===== src/rtl/quad_wakeup_pkg.sv =====
package quad_wakeup_pkg;
  typedef struct packed {
    logic ctl;
    logic sts;
  } qw_hit_t;
endpackage


===== src/rtl/qw_addr_decode.sv =====
module qw_addr_decode
  import quad_wakeup_pkg::*;
#(
  parameter int unsigned ADDR_W  = 32,
  parameter int unsigned CORES   = 4,
  parameter int unsigned SEL_LSB = 12,
  parameter logic [ADDR_W-1:0] CTL_OFS = 'h83c,
  parameter logic [ADDR_W-1:0] STS_OFS = 'h82c
) (
  input  logic [ADDR_W-1:0] addr,
  output qw_hit_t           hit,
  output logic [CORES-1:0]  core_sel
);
  localparam logic [ADDR_W-1:0] SEL_MASK = ADDR_W'({CORES{1'b1}}) << SEL_LSB;

  logic [ADDR_W-1:0] masked;

  always_comb begin
    masked  = addr & ~SEL_MASK;
    hit.ctl = (masked == CTL_OFS);
    hit.sts = (masked == STS_OFS);
  end

  // MSB-first nibble: the highest address bit of the nibble selects core 0
  for (genvar i = 0; i < CORES; i++) begin : g_sel
    assign core_sel[i] = addr[SEL_LSB + CORES - 1 - i];
  end
endmodule


===== src/rtl/qw_wake_state.sv =====
module qw_wake_state #(
  parameter int unsigned CORES = 4
) (
  input  logic             clk,
  input  logic             rst_n,
  input  logic             wr_en,
  input  logic [CORES-1:0] sel,
  input  logic             wbit,
  output logic [CORES-1:0] wake_q,
  output logic             done_q
);
  logic [CORES-1:0] wake_d;
  logic             done_d;

  always_comb begin
    wake_d = wake_q;
    done_d = done_q;
    if (wr_en) begin
      done_d = wbit;
      for (int i = 0; i < CORES; i++) begin
        if (sel[i]) wake_d[i] = wbit;
      end
    end
  end

  always_ff @(posedge clk or negedge rst_n) begin
    if (!rst_n) begin
      wake_q <= '0;
      done_q <= 1'b0;
    end else if (wr_en) begin
      wake_q <= wake_d;
      done_q <= done_d;
    end
  end

  assert_hold_R8: assert property (@(posedge clk) disable iff (!rst_n)
    !wr_en |=> ($stable(wake_q) && $stable(done_q)));

  assert_done_R3: assert property (@(posedge clk) disable iff (!rst_n)
    wr_en |=> (done_q == $past(wbit)));

  assert_unsel_R4: assert property (@(posedge clk) disable iff (!rst_n)
    wr_en |=> ((wake_q & ~$past(sel)) == ($past(wake_q) & ~$past(sel))));

  assert_sel_R4: assert property (@(posedge clk) disable iff (!rst_n)
    wr_en |=> ((wake_q & $past(sel)) == ({CORES{$past(wbit)}} & $past(sel))));
endmodule


===== src/rtl/qw_read_path.sv =====
module qw_read_path
  import quad_wakeup_pkg::*;
#(
  parameter int unsigned DATA_W = 64
) (
  input  logic              clk,
  input  logic              rst_n,
  input  logic              rd_stb,
  input  qw_hit_t           hit,
  input  logic              done,
  output logic              rd_valid,
  output logic [DATA_W-1:0] rd_data
);
  // status bits 1 and 4 counted MSB-first
  localparam logic [DATA_W-1:0] STS_SET =
    (DATA_W'(1) << (DATA_W - 2)) | (DATA_W'(1) << (DATA_W - 5));

  logic [DATA_W-1:0] data_d;

  always_comb begin
    if (hit.sts) data_d = done ? STS_SET : '0;
    else         data_d = '1;
  end

  always_ff @(posedge clk or negedge rst_n) begin
    if (!rst_n) rd_valid <= 1'b0;
    else        rd_valid <= rd_stb;
  end

  always_ff @(posedge clk or negedge rst_n) begin
    if (!rst_n)      rd_data <= '0;
    else if (rd_stb) rd_data <= data_d;
  end

  assert_rdv_R2: assert property (@(posedge clk) disable iff (!rst_n)
    rd_stb |=> rd_valid);

  assert_nordv_R2: assert property (@(posedge clk) disable iff (!rst_n)
    !rd_stb |=> !rd_valid);

  assert_miss_R7: assert property (@(posedge clk) disable iff (!rst_n)
    (rd_stb && !hit.sts) |=> (rd_data == '1));

  assert_stsclr_R6: assert property (@(posedge clk) disable iff (!rst_n)
    (rd_stb && hit.sts && !done) |=> (rd_data == '0));
endmodule


===== src/rtl/quad_wakeup_ctl.sv =====
module quad_wakeup_ctl
  import quad_wakeup_pkg::*;
#(
  parameter int unsigned ADDR_W = 32,
  parameter int unsigned DATA_W = 64,
  parameter int unsigned CORES  = 4,
  parameter int unsigned SEL_MSB_FIRST = 16,
  parameter logic [ADDR_W-1:0] CTL_OFS = 'h83c,
  parameter logic [ADDR_W-1:0] STS_OFS = 'h82c
) (
  input  logic              clk,
  input  logic              rst_n,
  input  logic              req_valid,
  input  logic              req_write,
  input  logic [ADDR_W-1:0] req_addr,
  input  logic [DATA_W-1:0] req_wdata,
  output logic              rd_valid,
  output logic [DATA_W-1:0] rd_data,
  output logic [CORES-1:0]  wake_req,
  output logic              wake_done
);
  localparam int unsigned SEL_LSB = ADDR_W - SEL_MSB_FIRST - CORES;

  logic [1:0]       rst_sync;
  logic             rst_int_n;
  qw_hit_t          hit;
  logic [CORES-1:0] core_sel;
  logic             wr_en;
  logic             rd_stb;

  always_ff @(posedge clk or negedge rst_n) begin
    if (!rst_n) rst_sync <= 2'b00;
    else        rst_sync <= {rst_sync[0], 1'b1};
  end
  assign rst_int_n = rst_sync[1];

  assign wr_en  = req_valid &  req_write & hit.ctl;
  assign rd_stb = req_valid & ~req_write;

  qw_addr_decode #(
    .ADDR_W(ADDR_W), .CORES(CORES), .SEL_LSB(SEL_LSB),
    .CTL_OFS(CTL_OFS), .STS_OFS(STS_OFS)
  ) u_dec (
    .addr(req_addr), .hit(hit), .core_sel(core_sel)
  );

  qw_wake_state #(.CORES(CORES)) u_state (
    .clk(clk), .rst_n(rst_int_n), .wr_en(wr_en), .sel(core_sel),
    .wbit(req_wdata[DATA_W-1]), .wake_q(wake_req), .done_q(wake_done)
  );

  qw_read_path #(.DATA_W(DATA_W)) u_rd (
    .clk(clk), .rst_n(rst_int_n), .rd_stb(rd_stb), .hit(hit),
    .done(wake_done), .rd_valid(rd_valid), .rd_data(rd_data)
  );

  assert_wrnovalid_R2: assert property (@(posedge clk) disable iff (!rst_int_n)
    (req_valid && req_write) |=> !rd_valid);
endmodule


===== config.mk =====
export PLATFORM = sky130hd
export DESIGN_NAME = quad_wakeup_ctl
export DESIGN_NICKNAME = d
export VERILOG_FILES = /design/src/rtl/quad_wakeup_pkg.sv /design/src/rtl/qw_addr_decode.sv /design/src/rtl/qw_wake_state.sv /design/src/rtl/qw_read_path.sv /design/src/rtl/quad_wakeup_ctl.sv
export SDC_FILE = /design/constraint.sdc
export NUM_CORES = 1
export LEC_CHECK = 0
export ABC_AREA = 0
export BUFFER_PORTS_ARGS = -buffer_cell sky130_fd_sc_hd__buf_2
export CAP_MARGIN = 20
export CORE_ASPECT_RATIO = 0.6
export CORE_MARGIN = 4
export CORE_UTILIZATION = 27
export DETAILED_ROUTE_END_ITERATION = 16
export GPL_TIMING_DRIVEN = 0
export HOLD_SLACK_MARGIN = 0.1
export MAX_ROUTING_LAYER = met4
export PLACE_DENSITY = 0.9
export RECOVER_POWER = 25
export SLEW_MARGIN = 10
export SYNTH_ARGS = -nofsm -noshare
export SYNTH_HDL_FRONTEND = slang
export SYNTH_SLANG_ARGS = --single-unit

===== constraint.sdc =====
create_clock -name clk -period 1.8 [get_ports clk]
set_clock_uncertainty 0.05 [all_clocks]
set_input_delay 0.18 -clock clk [delete_from_list [all_inputs] [get_ports clk]]
set_output_delay 0.18 -clock clk [all_outputs]
set_load 0.01 [all_outputs]

==> impl_metrics.csv, run 1 <==
group,metric,value,unit
setup_path,cp-start-kind,"input pin",
setup_path,critPathSlowestCell,"nor4_1",
clock_network,cts.sinks,10,
grt,grt_pass1_vias,768,
synth,synth-async-reset-ratio,100.0,%
layout,diodes,0,
hold_path,hold_class,"in2reg",
clock_network,cts_buffers,3,
synth,synth_area_leader_cell,"buf_4",
grt,grt_use_total,9.548,%
die,initial_core_util,28.93,%
clock_network,clockBufferDepth,2,
die,num_io_pins,170,
setup_path,setup.worst_path.end_class,"flop",
die,fp.dieW,85.27,microns
synth,ys_seq_area_share,25.87,%
pwr,switchingPower,0.1100,mW
drt,viasPerCell,3.665,
grt,grt_antenna_before_repair,0,
grt,grt_pass1_wl,3456,microns
die,core-area,3343,sq um
clock_network,cts_root_buf,"clkbuf_8",
placement,dp.cells,256,
die,rows,16,
timing,rsz0062_at_grt,"no",
synth,synth_top_area_share,48.12,%
synth,netlist_area,967.2,sq um
drt,drtPass1Iterations,4,
synth,ys_ff_latch,10,
pwr,power_density,347.5,nW/um^2
timing,max_freq,647.0,MHz
setup_path,crit_chain,"buf_2 -> nor4b_1 -> nand4_1 -> nor4_1 -> mux2_1",
grt,grt.overflow.total,0,
pwr,vdd_ir_drop_max,421.4,uV
pwr,leakagePower,0.7984,nW
pwr,clkPwrFrac,48.2,%
timing,setup_viol,0,
placement,port_buffers,106,
synth,ys_top_cells_by_count,"buf_4, dfrtp_1, inv_1, nor4_1, mux2_1",
timing,finalHoldViolCount,0,
drt,drc,0,
clock_network,post_cts_resized,0,
synth,syn_area_per_cell,9.300,sq um
drt,wire_per_inst,9.460,microns
pwr,intPower,0.4587,mW
setup_path,arrival,1610,ps
placement,dpl.hpwl,2124,microns
pwr,seqPwrFrac,40.4,%
synth,netlist-cell-type-count,19,
synth,synthesis.nets,204,
layout,layout-drive-gt1-share,77.98,%
synth,synth_edf_count,0,
clock_network,cts_htree_levels,1,
timing,report.final.slew_viol_count,0,
timing,fin_hold_ws,118.1,ps
flow_run,drv_cap,0,
setup_path,critical_path.top_delay_family,"simple AND/OR/NAND/NOR gates",
setup_path,criticalPathCategory,"in2reg",
die,die_y,54.36,microns
synth,ys.warnings.count,0,
drt,antenna_left,0,
grt,grt_start_max_net_pins,50,
synth,synth_area_leaders,"buf_4, dfrtp_1, mux2_1",
clock_network,cts_tree,"done",
layout,fin_cells,263,
timing,setup_tns,0,ps
timing,fin_crit,1546,ps
timing,period_share,85.87,%
setup_path,cpPeakStageDelay,370,ps
drt,drt_iter0_drc,11,
run_status,status,"completed",
die,dieArea,4635,sq um
drt,vias,964,
synth,synth_ff_type,"dfrtp_1",
setup_path,cp.required,1860,ps
clock_network,path_clk_slew,50,ps
placement,gp_congestion,0.7959,
pwr,swShare,19.35,%
clock_network,clk_latency,230,ps
synth,post-synth-top-count-cell,"buf_4",
layout,nets,319,
drt,wl,2488,microns
pwr,power_frac_comb,11.4,%
layout,syn_to_final_growth,69.21,%
setup_path,cp_num_buf_inv,1,
setup_path,critical_path.max_fanout,6,
synth,syn_inst,104,
area by class of cell:
cell class	instances	area, sq um
Timing Repair Buffer	110	569.3
Tap cell	45	56.30
Buffer	62	465.4
Multi-Input combinational cell	27	220.2
Fill cell	300	1707
Sequential cell	10	251.5
Clock buffer	4	55.05
Inverter	5	18.77
state kept, by name (all words and copies together) (netlist names):
name            cells
u_state.wake_q      4
u_state.done_q      1
u_rd.rd_data        2
u_rd.rd_valid       1
rst_sync            2
cell usage in the layout (no fill, tap or decap):
cell type / n
nor4_2: 1
conb_1: 1
nand3_2: 1
dlygate4sd3_1: 3
mux2_1: 4
dfrtp_2: 1
nor4b_1: 1
a21oi_1: 1
a31oi_1: 1
nor3_1: 3
nor4_1: 5
clkbuf_1: 9
nor4_4: 1
inv_1: 5
buf_12: 1
nor4bb_1: 1
nor4b_2: 1
mux2_2: 1
buf_2: 97
nor2b_1: 1
buf_4: 62
dfrtp_1: 9
nor2_1: 2
nand4_1: 1
clkbuf_8: 4
nand3_1: 1
what timing repair did:
action | CTS | global route
hold buffers | 3 | 0
hold endpoints to repair | 5 | 0
setup buffers | 0 | 0
final timing paths:
check / endpoint / depth (start not counted) / start / slack (ps)
max in group asynchronous: u_rd.rd_data[61] / 1 / rst_sync[1] / 890
hold / removal: u_rd.rd_valid / 2 / req_write / 120
setup / recovery: u_state.wake_q[1] / 5 / req_addr[20] / 250
setup reg to reg: u_rd.rd_data[61] / 1 / rst_sync[1] / 890
min in group asynchronous: rst_sync[0] / 2 / rst_n / 220
hold reg to reg: rst_sync[1] / 0 / rst_sync[0] / 320
power by group through the flow:
stage                     Combinational, mW  Sequential [mW]  Clock, mW
after floorplan                      0.0118            0.236          0
after global placement               0.0574            0.236          0
after detailed placement             0.0597            0.237          0
after CTS                            0.0683            0.230      0.282
after global routing                 0.0719            0.230      0.299
final                                0.0651            0.230      0.274
layer usage:
metal  GRT usage [%]  wire [microns]
met1           10.78            1025
met2           16.11            1058
met3           4.361             392
met4           1.579              11
met5               -               0
per-stage QoR:
stage	setup slack [ps]	total power, mW	instance area, sq um	util, %
after floorplan	10.67	0.2479	967.2	-
after global placement	-263.3	0.2935	1554	46.48
after detailed placement	93.33	0.2967	1575	47.12
after CTS	282.6	0.5804	1660	49.66
after global routing	110.0	0.6004	1637	48.95
final	254.4	0.5688	1637	48.95
kinds of logic after synthesis:
logic type	after synthesis	share of synthesized area (%)
other cells	1	0.3877
flops	10	25.87
simple gates	19	16.69
buf+inv	67	50.07
mux	5	5.821
compound gates	2	1.164
No activity file was read; power rests on OpenSTA's default activity.
==> run 2, diff against run 1 <==
--- a/config.mk
+++ b/config.mk
@@ -20,4 +20,5 @@
 export SLEW_MARGIN = 10
 export SYNTH_ARGS = -nofsm -noshare
 export SYNTH_HDL_FRONTEND = slang
+export SYNTH_HIERARCHICAL = 1
 export SYNTH_SLANG_ARGS = --single-unit
==> run 2 against run 1 <==
Worst hold slack better by 62 ps; die area shrank 1.0%; worst setup slack lost 54 ps; first-iteration DRC count unchanged; power fell by 9.4%; critical endpoint is now rd_data[18]; highest routed layer is now met3.
==> impl_metrics.csv, run 2 <==
group,metric,value,unit
layout,largest_reg_flops,4,
pwr,leakagePower,0.7891,nW
hold_path,hp-start,"req_wdata[63]",
drt,drt_iter0_drc,11,
clock_network,cts_root_buf,"clkbuf_8",
synth,synth_top_area_share,51.83,%
drt,wl,2468,microns
drt,drc,0,
die,fp.dieW,84.82,microns
synth,synth-async-reset-ratio,100.0,%
grt,grt_start_max_net_pins,39,
layout,syn_to_final_growth,67.15,%
grt,grt.overflow.total,0,
setup_path,r2r-end,"u_rd/rd_data[61]",
clock_network,cts_tree,"done",
layout,layout-drive-gt1-share,78.40,%
drt,antenna_left,0,
synth,netlist-cell-type-count,16,
layout,fin_cells,258,
flow_run,drv_cap,0,
drt,drtPass1Iterations,4,
clock_network,ctsHoldBuffers,2,
synth,syn_inst,104,
synth,synth_area_leaders,"buf_4, dfrtp_1, mux2_1",
timing,fin_hold_ws,179.7,ps
synth,post-synth-top-count-cell,"buf_4",
layout,reg.largest.list,"u_state/wake_q x4, rst_sync x2, u_rd/rd_data x2",
setup_path,r2r-start,"rst_sync[1]",
clock_network,clockBufferDepth,2,
synth,ys_seq_area_share,26.18,%
timing,period_share,88.89,%
placement,gp_congestion,0.6692,
synth,netlist_area,955.9,sq um
pwr,power_density,322.6,nW/um^2
setup_path,setup.worst_path.end_class,"primary output",
timing,finalHoldViolCount,0,
setup_path,rr_worst_depth,1,
drt,wire_per_inst,9.566,microns
placement,dp.cells,252,
run_status,status,"completed",
layout,nets,314,
layout,top_register,"u_state/wake_q",
grt,grt_pass1_wl,3712,microns
placement,dpl.hpwl,2136,microns
synth,synthesis.nets,204,
synth,synth_area_leader_cell,"buf_4",
synth,ys.warnings.count,6,
clock_network,clk_latency,230,ps
synth,synth_edf_count,0,
grt,grt_use_total,10.29,%
drt,vias,953,
grt,grt_pass1_vias,818,
clock_network,cts.sinks,10,
clock_network,path_clk_slew,40,ps
setup_path,arrival,1370,ps
synth,syn_area_per_cell,9.192,sq um
synth,synth_ff_type,"dfrtp_1",
setup_path,cp-start-kind,"flop",
drt,viasPerCell,3.694,
die,core-area,3323,sq um
clock_network,cts_buffers,3,
clock_network,post-cts-setup-buffers,0,
clock_network,cts_htree_levels,1,
hold_path,worstHoldEndpoint,"u_state/wake_q[2]",
layout,final_common_cell,"buf_2",
hold_path,min_path_cells,2,
setup_path,worstSetupStartpoint,"u_rd/rd_data[61]",
layout,diodes,0,
timing,setup_viol,0,
timing,fin_crit,1600,ps
timing,max_freq,625.0,MHz
synth,ys_ff_latch,10,
timing,rsz0062_at_grt,"no",
setup_path,critical_path.max_fanout,38,
synth,ys_top_cells_by_count,"buf_4, dfrtp_1, nand2_1",
die,initial_core_util,28.77,%
setup_path,cp.required,1570,ps
layout,final_cell_mix,"buf_2, buf_4, clkbuf_1",
timing,report.final.slew_viol_count,0,
pwr,vdd_ir_drop_max,652.2,uV
grt,grt_antenna_before_repair,0,
die,dieArea,4588,sq um
setup_path,criticalPathCategory,"reg2out",
die,rows,16,
placement,port_buffers,102,
hold_path,hold_class,"in2reg",
setup_path,regToRegSetupSlack,790,ps
die,num_io_pins,170,
clock_network,post_cts_resized,0,
die,die_y,54.09,microns
run 2: where the power goes:
part           internal, mW  switching (mW)
clock                 0.154          0.0737
sequential            0.229        0.000824
combinational        0.0375          0.0206
run 2: logic make-up after synthesis:
family | share of synthesized area, %
buffers and inverters | 52.23
AND/OR/NAND/NOR | 13.35
flip-flops | 26.18
multiplexers | 6.937
AO/OA/AOI/OAI | 0.9164
other | 0.3923
run 2: area by class of cell:
type                            count  area, sq um
Clock buffer                        4        45.04
Sequential cell                    10        251.5
Fill cell                         323         1725
Timing Repair Buffer              105        546.8
Multi-Input combinational cell     27        198.9
Inverter                            1        3.754
Tap cell                           45        56.30
Buffer                             66        495.5
run 2: worst max-delay path, stage by stage, from the launching register on:
cell,delay (ps)
dfrtp_2,650
buf_16,240
buf_4,130
buf_2,120
run 2: how the worst max path moves through the flow:
stage,end,slack (ps),cells after the start
floorplan,rd_data[10],10,1
global placement,rd_data[35],-260,2
detailed placement,u_state/wake_q[1],-40,7
CTS,rd_data[18],160,3
global route,rd_data[18],90,3
finish,rd_data[18],200,3
run 2: per-layer routing:
layer,up-vias,track usage [%],routed length (microns)
met5,-,-,0
met4,0,0.7895,0
met3,0,4.128,327
met2,64,18.05,1094
met1,400,11.79,1046
li1,489,-,-
run 2: stage by stage:
| stage | setup TNS (ps) | power [mW] | util (%) | setup slack, ps | cell area, sq um |
|---|---|---|---|---|---|
| finish | 0 | 0.5154 | 48.08 | 200.1 | 1598 |
| global route | 0 | 0.5517 | 48.08 | 91.51 | 1598 |
| global placement | -16090 | 0.2876 | 45.82 | -264.3 | 1523 |
| floorplan | 0 | 0.2501 | - | 11.17 | 955.9 |
| CTS | 0 | 0.5257 | 48.64 | 164.8 | 1617 |
| detailed placement | -134.7 | 0.2897 | 46.69 | -36.94 | 1551 |
